--- src/rtl/qlock_pkg.sv ---
package qlock_pkg;

    typedef enum logic [1:0] {
        ST_IDLE = 2'd0,
        ST_WAIT = 2'd1,
        ST_HOLD = 2'd2
    } req_state_e;

    // successor of a ticket or slot index, wrapping at n-1
    function automatic int unsigned wrap_inc(int unsigned x, int unsigned n);
        return (x >= n - 1) ? 0 : x + 1;
    endfunction

endpackage

--- src/rtl/qlock_ticket.sv ---
module qlock_ticket #(
    parameter int NREQ = 4,
    parameter int TW   = 2
) (
    input  logic [TW-1:0]            tail_i,
    input  logic [NREQ-1:0]          take_i,
    output logic [NREQ-1:0][TW-1:0]  tkt_o,
    output logic [TW-1:0]            tail_next_o
);
    import qlock_pkg::*;

    // Tickets are dealt out by ascending requester index.
    always_comb begin
        logic [TW-1:0] run;
        run = tail_i;
        for (int i = 0; i < NREQ; i++) begin
            tkt_o[i] = run;
            if (take_i[i]) begin
                run = TW'(wrap_inc(int'(run), NREQ));
            end
        end
        tail_next_o = run;
    end

endmodule

--- src/rtl/qlock_slots.sv ---
module qlock_slots #(
    parameter int NREQ = 4
) (
    input  logic            clk,
    input  logic            rst_n,
    input  logic [NREQ-1:0] set_i,
    input  logic [NREQ-1:0] clr_i,
    output logic [NREQ-1:0] flag_o
);
    logic [NREQ-1:0] flag_d, flag_q;

    always_comb begin
        flag_d = (flag_q & ~clr_i) | set_i;
    end

    always_ff @(posedge clk) begin
        if (!rst_n) begin
            flag_q <= NREQ'(1);
        end else begin
            flag_q <= flag_d;
        end
    end

    assign flag_o = flag_q;

    for (genvar j = 0; j < NREQ; j++) begin : g_chk

        slot_set_when_empty_chk: assert property (@(posedge clk) disable iff (!rst_n)
            set_i[j] |-> !flag_q[j]);

        slot_clear_when_full_chk: assert property (@(posedge clk) disable iff (!rst_n)
            clr_i[j] |=> !flag_q[j]);
    end

endmodule

--- src/rtl/qlock_unit.sv ---
module qlock_unit #(
    parameter int NREQ = 4
) (
    input  logic            clk,
    input  logic            rst_n,
    input  logic [NREQ-1:0] acq_i,
    input  logic [NREQ-1:0] rel_i,
    output logic [NREQ-1:0] grant_o,
    output logic            rel_err_o
);
    import qlock_pkg::*;

    localparam int TW = (NREQ > 1) ? $clog2(NREQ) : 1;

    typedef struct packed {
        req_state_e [NREQ-1:0]          st;
        logic       [NREQ-1:0][TW-1:0]  tkt;
        logic       [TW-1:0]            tail;
        logic                           err;
    } core_t;

    core_t r_d, r_q;

    logic [NREQ-1:0]         take;
    logic [NREQ-1:0][TW-1:0] tkt_new;
    logic [TW-1:0]           tail_new;
    logic [NREQ-1:0]         slot_set, slot_clr, slot_flag;
    logic [NREQ-1:0]         holding;

    qlock_ticket #(.NREQ(NREQ), .TW(TW)) ticket_i (
        .tail_i      (r_q.tail),
        .take_i      (take),
        .tkt_o       (tkt_new),
        .tail_next_o (tail_new)
    );

    qlock_slots #(.NREQ(NREQ)) slots_i (
        .clk    (clk),
        .rst_n  (rst_n),
        .set_i  (slot_set),
        .clr_i  (slot_clr),
        .flag_o (slot_flag)
    );

    always_comb begin
        for (int i = 0; i < NREQ; i++) begin
            take[i]    = acq_i[i] && (r_q.st[i] == ST_IDLE);
            holding[i] = (r_q.st[i] == ST_HOLD);
        end
    end

    always_comb begin
        r_d      = r_q;
        slot_set = '0;
        slot_clr = '0;
        r_d.tail = tail_new;
        r_d.err  = |(rel_i & ~holding);
        for (int i = 0; i < NREQ; i++) begin
            unique case (r_q.st[i])
                ST_IDLE: begin
                    if (take[i]) begin
                        r_d.st[i]  = ST_WAIT;
                        r_d.tkt[i] = tkt_new[i];
                    end
                end
                ST_WAIT: begin
                    if (slot_flag[r_q.tkt[i]]) begin
                        r_d.st[i]               = ST_HOLD;
                        slot_clr[r_q.tkt[i]]    = 1'b1;
                    end
                end
                ST_HOLD: begin
                    if (rel_i[i]) begin
                        r_d.st[i] = ST_IDLE;
                        slot_set[TW'(wrap_inc(int'(r_q.tkt[i]), NREQ))] = 1'b1;
                    end
                end
                default: r_d.st[i] = ST_IDLE;
            endcase
        end
    end

    always_ff @(posedge clk) begin
        if (!rst_n) begin
            r_q.st   <= {NREQ{ST_IDLE}};
            r_q.tkt  <= '0;
            r_q.tail <= '0;
            r_q.err  <= 1'b0;
        end else begin
            r_q <= r_d;
        end
    end

    assign grant_o   = holding;
    assign rel_err_o = r_q.err;


    single_owner_chk: assert property (@(posedge clk) disable iff (!rst_n)
        $onehot0(grant_o));


    one_token_chk: assert property (@(posedge clk) disable iff (!rst_n)
        ($countones(slot_flag) + $countones(grant_o)) == 1);

    for (genvar g = 0; g < NREQ; g++) begin : g_req

        release_drops_chk: assert property (@(posedge clk) disable iff (!rst_n)
            (rel_i[g] && grant_o[g]) |=> !grant_o[g]);

        stray_release_chk: assert property (@(posedge clk) disable iff (!rst_n)
            (rel_i[g] && !grant_o[g]) |=> rel_err_o);

        stray_keeps_grant_chk: assert property (@(posedge clk) disable iff (!rst_n)
            (!rel_i[g] && grant_o[g]) |=> grant_o[g]);
    end

endmodule

--- config.mk ---
export PLATFORM = sky130hd
export DESIGN_NAME = qlock_unit
export DESIGN_NICKNAME = d
export VERILOG_FILES = /design/src/rtl/qlock_pkg.sv /design/src/rtl/qlock_ticket.sv /design/src/rtl/qlock_slots.sv /design/src/rtl/qlock_unit.sv
export SDC_FILE = /design/constraint.sdc
export NUM_CORES = 1
export LEC_CHECK = 0
export ABC_AREA = 1
export BUFFER_PORTS_ARGS = -buffer_cell sky130_fd_sc_hd__buf_2
export CAP_MARGIN = 20
export CORE_MARGIN = 5
export CORE_UTILIZATION = 45
export CTS_BUF_LIST = sky130_fd_sc_hd__clkbuf_2
export CTS_CLUSTER_SIZE = 10
export DETAILED_ROUTE_END_ITERATION = 6
export PLACE_DENSITY = 0.61
export SYNTH_ARGS = -nofsm -noshare
export SYNTH_HDL_FRONTEND = slang
export SYNTH_HIERARCHICAL = 1
export SYNTH_SLANG_ARGS = --single-unit
--- constraint.sdc ---
create_clock -name clk -period 1.9 [get_ports clk]
set_input_delay 0.095 -clock clk [delete_from_list [all_inputs] [get_ports clk]]
set_output_delay 0.095 -clock clk [all_outputs]
set_load 0.05 [all_outputs]
After elaboration in Yosys (flattened, before gate mapping)
Cells that the tools add are included.
{"block": "classes", "eq_ne": 20, "n_bitwise": 11, "order_cmp": 24, "n_addsub": 8, "n_mux": 68, "n_reduce_logical": 25}
{"op": "two-way mux 4 bit", "count": 16}
{"op": "two-way mux 2 bit", "count": 24}
{"op": "bitwise OR 4 bit", "count": 7}
{"op": "< comparator 2 x 3 -> 1 bit (second input constant)", "count": 8}
{"op": "inequality test 2 bit (second input constant)", "count": 12}
{"op": "case mux 2 bit (3 select lines)", "count": 4}
{"op": "adder 2 x 1 -> 2 bit (second input constant)", "count": 8}
{"op": "demux 1 bit (select 2 bit)", "count": 8}
{"op": "greater-or-equal comparator 2 x 1 -> 1 bit (second input constant)", "count": 8}
{"op": "greater-or-equal comparator 2 bit (second input constant)", "count": 8}
{"op": "logical AND 1 bit", "count": 12}
{"op": "two-way mux 1 bit", "count": 12}
{"op": "AND reduction 3 bit", "count": 4}
{"op": "AND 4 bit", "count": 2}
{"op": "binary-select mux 1 bit (select 2 bit)", "count": 4}
{"op": "== test 2 x 1 -> 1 bit (second input constant)", "count": 4}
{"op": "== test 2 bit (second input constant)", "count": 4}
{"op": "zero test 2 bit", "count": 4}
{"op": "inverter 4 bit", "count": 2}
{"op": "AND reduction 2 bit", "count": 4}
{"op": "OR reduction 4 bit", "count": 1}
{"block": "totals", "elab_cells": 167, "register_bits": 23}

Logic depth before layout (Yosys ltp)
Gate-level depths: netlist (run 1).
{"block": "depth", "ltp_word": 18, "ltp_mapped": 14}

Cells and area by module
Netlist (run 1), hierarchy kept.
{"mod": "qlock_unit", "seq_area_each_um2": 380.4, "n_inst": 1, "cells_each": 215, "area_per_inst_um2": 1267.5}
{"mod": "qlock_ticket", "seq_area_each_um2": 0.0, "n_inst": 1, "cells_each": 43, "area_per_inst_um2": 221.5}
{"mod": "qlock_slots", "seq_area_each_um2": 80.1, "n_inst": 1, "cells_each": 20, "area_per_inst_um2": 145.1}

Least setup slack after synthesis (run 1)
No wires, ideal clock.
{"block": "synth_path", "path_kind": "flip-flop to flip-flop", "start": "reg r_q[14] in the netlist's numbering", "end": "reg slots_i.flag_q[1] (netlist: slots_i/flag_o[1])", "arrival_ns": 1.431, "period_less_slack_ns": 1.501, "path_buffers": 0, "stages_incl_launch_ff": 7, "setup_slack_ns": 0.399, "cell_sequence": "dfxtp_1 -> inv_1 -> nor2_2 -> nand2_1 -> o2111ai_1 -> inv_1 -> a21oi_1"}
{"element": "start, declared", "line_no": "qlock_unit.sv:22", "text": "core_t r_d, r_q;"}
{"element": "start signal, assigned", "line_no": "qlock_unit.sv:90", "text": "r_q <= r_d;"}
{"element": "== test 2 bit *"}
{"element": "net grant_o[1]", "line_no": "qlock_unit.sv:8", "text": "output logic [NREQ-1:0] grant_o,"}
{"element": "two-way mux 4 bit *", "line_no": "qlock_unit.sv:59", "text": "unique case (r_q.st[i])"}
{"element": "bitwise OR 4 bit (no source line)"}
{"element": "two-way mux 4 bit", "line_no": "qlock_unit.sv:73", "text": "if (rel_i[i]) begin"}
{"element": "two-way mux 4 bit *", "line_no": "qlock_unit.sv:59"}
{"element": "bitwise OR 4 bit (no source line)"}
{"element": "two-way mux 4 bit", "line_no": "qlock_unit.sv:73"}
{"element": "two-way mux 4 bit *", "line_no": "qlock_unit.sv:59"}
{"element": "net slot_set[1]", "line_no": "qlock_unit.sv:27", "text": "logic [NREQ-1:0] slot_set, slot_clr, slot_flag;"}
{"element": "bitwise OR 4 bit *", "line_no": "qlock_slots.sv:13", "text": "flag_d = (flag_q & ~clr_i) | set_i;"}
{"element": "end signal, assigned", "line_no": "qlock_slots.sv:20", "text": "flag_q <= flag_d;"}
{"element": "end, declared", "line_no": "qlock_slots.sv:10", "text": "logic [NREQ-1:0] flag_d, flag_q;"}
The timed path passes the listed nets; every way through them passes the cells marked *.
A chain may end at the register's enable or synchronous reset.

==> results of run 1 <==
## sequential cells by signal, indices dropped and copies added (netlist names)
register and flops:
slots_i/flag_o 4, r_q 18, rel_err_o 1
## worst max-delay path, stage by stage, from the launching register on
cell and delay, ns:
dfxtp_1 0.38, nor2_1 0.10, nand2_1 0.16, inv_2 0.14, nand2_1 0.08, nand2_2 0.07
nand3_2 0.10, nand2_1 0.09, nand3_1 0.08, nand2_1 0.10, inv_1 0.04, o21ai_0 0.14
a21oi_1 0.05
## final cells by class
class	count	area, sq um
sequential	23	460.4
timing repair buffer	15	80.08
inverter	66	247.7
multi-input combinational	186	907.1
tap	46	57.56
clock buffer	4	20.02
fill	371	1643
## cells by family (layout without fill, tap and decap cells)
group	after synthesis	count (layout)
simple gates	145	145
buf+inv	69	85
flops	23	23
xor+xnor	1	1
fa+ha+maj	1	1
compound gates	39	39
## metal layers
metal | wire [microns] | up-vias
met5 | 0 | -
met1 | 1930 | 735
met3 | 130 | 6
met4 | 71 | 0
li1 | - | 901
met2 | 1774 | 22
## cell usage after synthesis
| master | n |
|---|---|
| a21oi_1 | 20 |
| buf_4 | 2 |
| clkbuf_1 | 1 |
| clkinv_1 | 1 |
| dfxtp_1 | 23 |
| ha_1 | 1 |
| inv_1 | 59 |
| inv_2 | 6 |
| nand2_1 | 76 |
| nand2_2 | 8 |
| nand3_1 | 17 |
| nand3_2 | 3 |
| nand3_4 | 1 |
| nand4_1 | 11 |
| nor2_1 | 16 |
| nor2_2 | 9 |
| nor3_1 | 2 |
| o2111ai_1 | 2 |
| o21ai_0 | 9 |
| o21ai_1 | 2 |
| o22ai_1 | 6 |
| or2_1 | 2 |
| xor2_1 | 1 |
## path summary, 6_finish.rpt
kind              slack (ns)                            to                         start  cells after the start
setup / recovery        0.28          r_q[10]$_SDFFE_PN0P_          r_q[12]$_SDFFE_PN0P_                     12
hold / removal          0.03             r_q[2]$_SDFF_PN0_                         rst_n                      3
setup reg to reg        0.28          r_q[10]$_SDFFE_PN0P_          r_q[12]$_SDFFE_PN0P_                     12
hold reg to reg         0.52  slots_i/flag_o[3]$_SDFF_PN0_  slots_i/flag_o[3]$_SDFF_PN0_                      2
## per-stage QoR
step	utilization	hold slack, ns
6_report	0.5190	0.02843
3_5_place_dp	0.5103	0.3985
4_1_cts	0.5190	0.02471
3_3_place_gp	0.5103	0.3992
5_1_grt	0.5190	0.02177
2_1_floorplan	-	0.2657
## layout by cell type, fill, tap and decap left out, types with 2 or more instances in the layout
cell type,netlist,final
nand3_1,17,17
nand2_2,8,8
clkbuf_2,0,4
buf_2,0,14
nor2_2,9,9
nand2_1,76,76
nand4_1,11,11
o21ai_0,9,9
o21ai_1,2,2
o2111ai_1,2,2
a21oi_1,20,20
nor3_1,2,2
inv_2,6,7
or2_1,2,2
dfxtp_1,23,23
o22ai_1,6,6
nor2_1,16,16
inv_1,59,58
nand3_2,3,3
## repair_timing
action / 4_1_cts / 5_1_grt
hold endpoints to repair: 1 / 0
resized for setup: 0 / 1
endpoints found under the setup margin: 0 / 3
hold buffers: 1 / 0
## where the power goes
part	total (mW)	internal [mW]	switching (mW)	leakage, nW
clock	0.214	0.0556	0.158	0.0166
combinational	0.683	0.222	0.462	0.701
sequential	0.644	0.558	0.0857	0.190
total	1.54	0.836	0.706	0.907
==> flow_summary_export.csv, run 1 <==
group,metric,value,unit
logic_synthesis,netlist_top_cells_area,"dfxtp_1 28%, nand2_1 17%, inv_1 14%",
logic_synthesis,synth.cell_area,1634,sq um
clock_tree,cts_buffer_depth,2,
sta,fin_crit_sh,0.8503,
logic_synthesis,synth-simple-area-share,0.4135,
clock_tree,numCtsBuffers,3,
sta,worst_pin_slew,0.3413,ns
sta,hold_violations,0,
global_routing,grt_pass1_vias,1509,
logic_synthesis,synth_top_cell_area_share,0.2818,
sta,period_minus_slack,1.616,ns
global_routing,grt_max_degree,13,
clock_tree,cts.clk_slew.worst_paths,0.23,ns
sta,rsz0062_at_grt,"no",
global_routing,grtUsageMet2,0.2744,
clock_tree,htreeDepth,1,
finish,area_growth_syn_to_layout,8.499,%
clock_tree,insertion_delay,0.35,ns
routing,first_iter_violations,97,
pwr,ir_drop,0.5147,mV
floorplan,die_x,70.26,microns
finish,drive_gt1_frac,0.1565,
routing,drt-wirelength-per-cell,11.49,microns
placed_design,pre_cts_ws,0.2476,ns
logic_synthesis,synth_top_family_by_area,"simple AND/OR/NAND/NOR gates",
global_routing,use_met1,0.2196,
sta,fin_worst_skew,0.006639,ns
logic_synthesis,synth_top_cell_by_area,"dfxtp_1",
pwr,p_total,1.542,mW
logic_synthesis,netlist_instances,278,
routing,postRouteAntennaNets,0,
clock_tree,cts_tree,"yes",
placed_design,portBuffers,14,
sta,fmax,619.0,MHz
placed_design,place_congestion,0.9275,
floorplan,start_util,0.4784,
logic_synthesis,ys_ff_latch,23,
global_routing,grtUsageMet3,0.03443,
sta,fin_ws,0.2844,ns
routing,wl,3906,microns
floorplan,ios,15,
logic_synthesis,yosysWarningCount,6,
global_routing,top_usage_layer,"met2",
finish,final_cells,340,
floorplan,num_rows,21,
clock_tree,root_buffer,"clkbuf_2",
finish,final_area,1773,sq um
setup_path,cp-start-kind,"flop",
global_routing,grt_usage,0.1670,
pwr,power_density,869.5,nW/um^2
floorplan,die_h,70.26,microns
routing,num_vias,1664,
finish,nNetsFinal,306,
sta,drv_slew,0,
floorplan,core_area,3416,sq um
logic_synthesis,syn-num-nets,289,
logic_synthesis,synth_mux_area_frac,0,
sta,fin_tns_setup,0,ns
sta,setup_violations,0,
routing,route.detailed.drc,0,
logic_synthesis,syn_area_per_cell,5.878,sq um
placed_design,placed_area,1743,sq um
finish,antenna_cells,0,
setup_path,crit_type,"reg2reg",
global_routing,grt_pass1_wl,6741,microns
setup_path,cp_max_fo,6,
logic_synthesis,synth_fa_ha_area_frac,0.007657,
routing,drt_pass1_iterations,4,
logic_synthesis,synth_cell_type_count,23,
setup_path,arrival,1.89,ns
placed_design,dpl.cell_count,335,
pwr,p_leak,0.9072,nW
worst_hold_path,min_path_type,"in2reg",
global_routing,overflow,0,
global_routing,antenna_found_initial,0,
logic_synthesis,ys_seq_area_frac,0.2818,
placed_design,dp_hpwl,3181,microns
setup_path,cp.required,2.17,ns
routing,vias_per_cell,4.894,
clock_tree,cts.sinks,23,
flow_run,drv_cap,0,
sta,maxSlewHeadroom,0.7716,
floorplan,dieArea,4936,sq um
setup_path,end_kind,"flop",
logic_synthesis,synth-xor-area-share,0.005360,
logic_synthesis,synth_compound_area_frac,0.1286,
clock_tree,post_cts_buffers,0,
outcome,status,"completed",
(Power assumes the default switching activity.)
==> run 2, diff against run 1 <==
Settings changed: CORE_UTILIZATION 45 to 61, PLACE_DENSITY 0.61 to 0.8.
==> flow_summary_export.csv, run 2 (same netlist as run 1, synthesis figures left out) <==
group,metric,value,unit
routing,num_vias,1718,
routing,route.detailed.drc,0,
finish,fill_cells,256,
pwr,p_total,1.538,mW
sta,fin_worst_skew,0.01061,ns
setup_path,cp_max_fo,6,
placed_design,portBuffers,14,
global_routing,overflow,0,
floorplan,die_x,61.76,microns
finish,drive_gt1_frac,0.1536,
placed_design,dp_hpwl,3097,microns
clock_tree,cts.clk_slew.worst_paths,0.23,ns
sta,rsz0062_at_grt,"no",
clock_tree,numCtsBuffers,3,
setup_path,r2r_slack,0.27,ns
setup_path,crit_path_frequent_cell,"nand2_1",
flow_run,drv_cap,0,
finish,register_area,460.4,sq um
routing,wl,3791,microns
setup_path,worst_path_max_delay_cell,"dfxtp_1",
sta,fin_tns_setup,0,ns
routing,drt_pass1_iterations,4,
sta,setup_violations,0,
clock_tree,htreeDepth,1,
floorplan,core_area,2522,sq um
setup_path,crit_type,"reg2reg",
placed_design,place_congestion,0.9282,
finish,nNetsFinal,305,
sta,hold_violations,0,
setup_path,reg2reg_from,"r_q[12]$_SDFFE_PN0P_",
setup_path,rr_endpoint,"r_q[10]$_SDFFE_PN0P_",
pwr,ir_drop,0.5966,mV
floorplan,num_rows,18,
finish,area_growth_syn_to_layout,6.661,%
pwr,p_leak,0.9045,nW
routing,first_iter_violations,130,
clock_tree,cts.sinks,23,
clock_tree,insertion_delay,0.34,ns
sta,drv_slew,0,
floorplan,dieArea,3814,sq um
clock_tree,cts_buffer_depth,2,
setup_path,crit_chain,"nor2_1 > nand2_1 > inv_1 > nand2_1 > nand2_2 > nand3_2 > nand2_1 > nand3_1 > nand2_1 > inv_1 > o21ai_0 > a21oi_1",
clock_tree,cts_tree,"yes",
floorplan,start_util,0.6478,
setup_path,end_kind,"flop",
finish,antenna_cells,0,
setup_path,r2r_cells,12,
sta,fin_crit_sh,0.8583,
sta,fmax,613.2,MHz
clock_tree,ctsHoldBuffers,0,
clock_tree,root_buffer,"clkbuf_2",
finish,layout_commonest_cell,"nand2_1",
routing,drt-wirelength-per-cell,11.74,microns
finish,largest_reg_flops,18,
global_routing,antenna_found_initial,0,
pwr,power_density,882.5,nW/um^2
setup_path,cp-start-kind,"flop",
global_routing,grt_max_degree,13,
finish,multiInputGateArea,907.1,sq um
setup_path,cp.required,2.15,ns
routing,vias_per_cell,5.319,
setup_path,arrival,1.88,ns
worst_hold_path,hold_depth,4,
sta,worst_pin_slew,0.3497,ns
sta,period_minus_slack,1.631,ns
finish,largest_register,"r_q",
worst_hold_path,min_to,"r_q[14]$_SDFFE_PN0P_",
outcome,status,"completed",
routing,postRouteAntennaNets,0,
global_routing,grt_pass1_wl,6582,microns
worst_hold_path,min_path_type,"in2reg",
clock_tree,post_cts_buffers,0,
setup_path,crit_start,"r_q[12]$_SDFFE_PN0P_",
worst_hold_path,hp-start,"rel_i[1]",
global_routing,grt_usage,0.2315,
sta,maxSlewHeadroom,0.7654,
global_routing,grt_pass1_vias,1574,
finish,layout_common_cells,"76 x nand2_1, 59 x inv_1, 23 x dfxtp_1",
floorplan,die_h,61.76,microns
setup_path,slowest_delay,0.38,ns
floorplan,ios,15,
clock_tree,cts-resized-gates,0,
-- run 2: cell count changes in the layout (fill, tap and decap cells not counted) --
cell	delta
dlygate4sd3_1	-1
inv_1	+1
inv_2	-1
-- run 2: area by class of cell --
cell class / count / area share
inverters: 66 / 0.1421
flip-flops and latches: 23 / 0.2642
multi-input cells: 186 / 0.5205
repair buffers: 14 / 0.04020
clock buffers: 4 / 0.01149
well taps: 30 / 0.02154
-- run 2: routing by layer --
layer,wire length [microns],up-vias,GRT usage
met3,292,10,0.02893
met1,1740,752,0.3153
met2,1668,56,0.3677
met4,90,0,0.1000
li1,-,900,-
met5,0,-,0
-- run 2: per-stage QoR --
stage               setup WS [ns]  instance area (sq um)  std cells    util  hold slack (ns)
floorplan                  0.3992                   1634        278       -           0.2657
global placement           0.3465                   1723        319  0.6830           0.4018
detailed placement         0.2898                   1723        319  0.6830           0.4028
CTS                        0.2739                   1743        323  0.6910         0.008025
global route              0.05862                   1743        323  0.6910          0.03679
finish                     0.2692                   1743        323  0.6910          0.02007
-- run 2: worst max-delay path by stage --
stage,endpoint,slack (ns),cells past startpoint
2_1_floorplan,slots_i/flag_o[1]$_SDFF_PN0_,0.40,6
6_report,r_q[10]$_SDFFE_PN0P_,0.27,12
4_1_cts,r_q[10]$_SDFFE_PN0P_,0.27,12
5_1_grt,r_q[9]$_SDFFE_PN0P_,0.06,12
3_5_place_dp,r_q[10]$_SDFFE_PN0P_,0.29,12
3_3_place_gp,r_q[10]$_SDFFE_PN0P_,0.35,12
-- run 2: critical path: cells and delay by family, from the launching register on --
family / cells / cell delay, ns
simple gates: 8 / 0.76
flops: 1 / 0.38
buf+inv: 2 / 0.21
compound gates: 2 / 0.19
-- run 2: where the power goes --
part	internal (mW)	switching (mW)
Sequential	0.558	0.0868
Combinational	0.220	0.464
Clock	0.0556	0.153
==> run 3, diff against run 2 <==
Settings changed: CORE_UTILIZATION 61 to 65, PLACE_DENSITY 0.8 to 0.84.
Clock period 1.9 ns to 1.93 ns, I/O delays scaled along.
==> flow_summary_export.csv, run 3 (same netlist as run 1, synthesis figures left out) <==
group,metric,value,unit
setup_path,crit_path_frequent_cell,"nand2_1",
routing,dr.max_layer_used,"met4",
finish,largest_register,"r_q",
sta,fmax,597.9,MHz
outcome,status,"completed",
clock_tree,cts-resized-gates,0,
finish,area_growth_syn_to_layout,6.661,%
placed_design,place_congestion,0.9876,
routing,drt_pass1_iterations,5,
setup_path,crit_type,"reg2reg",
routing,met3_length,221,microns
setup_path,arrival,1.94,ns
routing,vias_per_cell,5.322,
setup_path,rr_endpoint,"r_q[10]$_SDFFE_PN0P_",
finish,layout_common_cells,"76 x nand2_1, 59 x inv_1, 23 x dfxtp_1",
clock_tree,cts.clk_slew.worst_paths,0.22,ns
finish,fill_cells,249,
routing,postRouteAntennaNets,0,
floorplan,start_util,0.6718,
sta,fin_crit_sh,0.8666,
finish,antenna_cells,0,
sta,fin_worst_skew,0.002475,ns
routing,wl,3864,microns
routing,met2_length,1833,microns
setup_path,worst_path_max_delay_cell,"dfxtp_1",
finish,layout_commonest_cell,"nand2_1",
sta,fin_tns_setup,0,ns
worst_hold_path,min_path_type,"in2reg",
sta,setup_violations,0,
routing,m1WireLength,1717,microns
floorplan,ios,15,
placed_design,portBuffers,14,
floorplan,die_h,60.14,microns
global_routing,grt_max_degree,14,
global_routing,grt_pass1_vias,1527,
placed_design,dp_hpwl,3134,microns
floorplan,num_rows,18,
setup_path,cp_max_fo,6,
sta,maxSlewHeadroom,0.7642,
floorplan,die_x,60.14,microns
routing,num_vias,1719,
finish,final_area,1743,sq um
clock_tree,post_cts_buffers,0,
finish,nNetsFinal,305,
pwr,power_density,867.6,nW/um^2
flow_run,drv_cap,0,
setup_path,crit_chain,"nor2_1 > nand2_1 > inv_1 > nand2_1 > nand2_2 > nand3_2 > nand2_1 > nand3_1 > nand2_1 > inv_1 > o21ai_0 > a21oi_1",
setup_path,cp-start-kind,"flop",
clock_tree,cts_buffer_depth,2,
clock_tree,cts_tree,"yes",
setup_path,crit_start,"r_q[12]$_SDFFE_PN0P_",
setup_path,end_kind,"flop",
setup_path,reg2reg_from,"r_q[12]$_SDFFE_PN0P_",
clock_tree,numCtsBuffers,3,
pwr,p_leak,0.9043,nW
global_routing,overflow,0,
sta,drv_slew,0,
sta,rsz0062_at_grt,"no",
pwr,ir_drop,0.6184,mV
sta,period_minus_slack,1.672,ns
setup_path,cp.depth,12,
setup_path,critPathTopFamily,"simple AND/OR/NAND/NOR gates",
setup_path,cp.required,2.19,ns
setup_path,cp-endpoint,"r_q[10]$_SDFFE_PN0P_",
clock_tree,ctsHoldBuffers,0,
floorplan,dieArea,3617,sq um
worst_hold_path,hold_depth,3,
routing,drt-wirelength-per-cell,11.96,microns
clock_tree,cts.sinks,23,
routing,first_iter_violations,107,
setup_path,r2r_cells,12,
sta,whs,0.03554,ns
global_routing,grt_usage,0.2419,
placed_design,placed_area,1723,sq um
sta,hold_violations,0,
setup_path,slowest_delay,0.38,ns
clock_tree,root_buffer,"clkbuf_2",
sta,fin_ws,0.2575,ns
finish,final_util,0.7166,
clock_tree,insertion_delay,0.33,ns
floorplan,core_area,2432,sq um
finish,largest_reg_flops,18,
setup_path,r2r_slack,0.26,ns
routing,route.detailed.drc,0,
global_routing,antenna_found_initial,0,
sta,worst_pin_slew,0.3524,ns
finish,drive_gt1_frac,0.1536,
placed_design,pre_cts_ws,0.2886,ns
global_routing,grt_pass1_wl,6520,microns
clock_tree,htreeDepth,1,
setup_path,critPathBufInv,2,
==> run 3: changes by cell type in the layout (fill, tap and decap cells not counted), sizes merged <==
cell and delta:
clkbuf -1, clkinv +1
==> run 3: per-layer routing <==
| layer | vias up | GRT usage |
|---|---|---|
| met2 | 62 | 0.4167 |
| met3 | 11 | 0.03672 |
| met1 | 743 | 0.3048 |
| met4 | 0 | 0.07911 |
| met5 | - | 0 |
| li1 | 903 | - |
==> run 3: worst min-delay path: stages <==
cell	delay, ns
buf_2	0.16
nand2_1	0.07
inv_1	0.03
==> run 3: area by class of cell <==
type	count	area (sq um)	share of cell area
Clock inverter	1	5.005	0.002872
Timing Repair Buffer	14	70.07	0.04020
Tap cell	30	37.54	0.02154
Multi-Input combinational cell	186	907.1	0.5205
Sequential cell	23	460.4	0.2642
Inverter	66	247.7	0.1421
Clock buffer	3	15.01	0.008615
==> run 3: power breakdown <==
group,switching (mW),internal (mW),leakage (nW)
sequential,0.0838,0.550,0.190
clock,0.152,0.0470,0.0164
combinational,0.463,0.217,0.698
total,0.699,0.813,0.904
==> run 3: how the worst min path moves through the flow <==
stage	from	to	slack, ns
3_5_place_dp	rel_i[1]	r_q[14]$_SDFFE_PN0P_	0.42
6_report	rst_n	r_q[2]$_SDFF_PN0_	0.04
5_1_grt	rel_i[1]	r_q[14]$_SDFFE_PN0P_	0.007
3_3_place_gp	rel_i[1]	r_q[14]$_SDFFE_PN0P_	0.41
4_1_cts	rel_i[1]	r_q[14]$_SDFFE_PN0P_	0.02
2_1_floorplan	rst_n	slots_i/flag_o[3]$_SDFF_PN0_	0.27
==> run 3: metrics by stage <==
| stage | power (mW) | std cells |
|---|---|---|
| final | 1.512 | 323 |
| after global routing | 1.658 | 323 |
| after CTS | 1.509 | 323 |
| after detailed placement | 1.312 | 319 |
| after global placement | 1.299 | 319 |
| after floorplan | 1.185 | 278 |
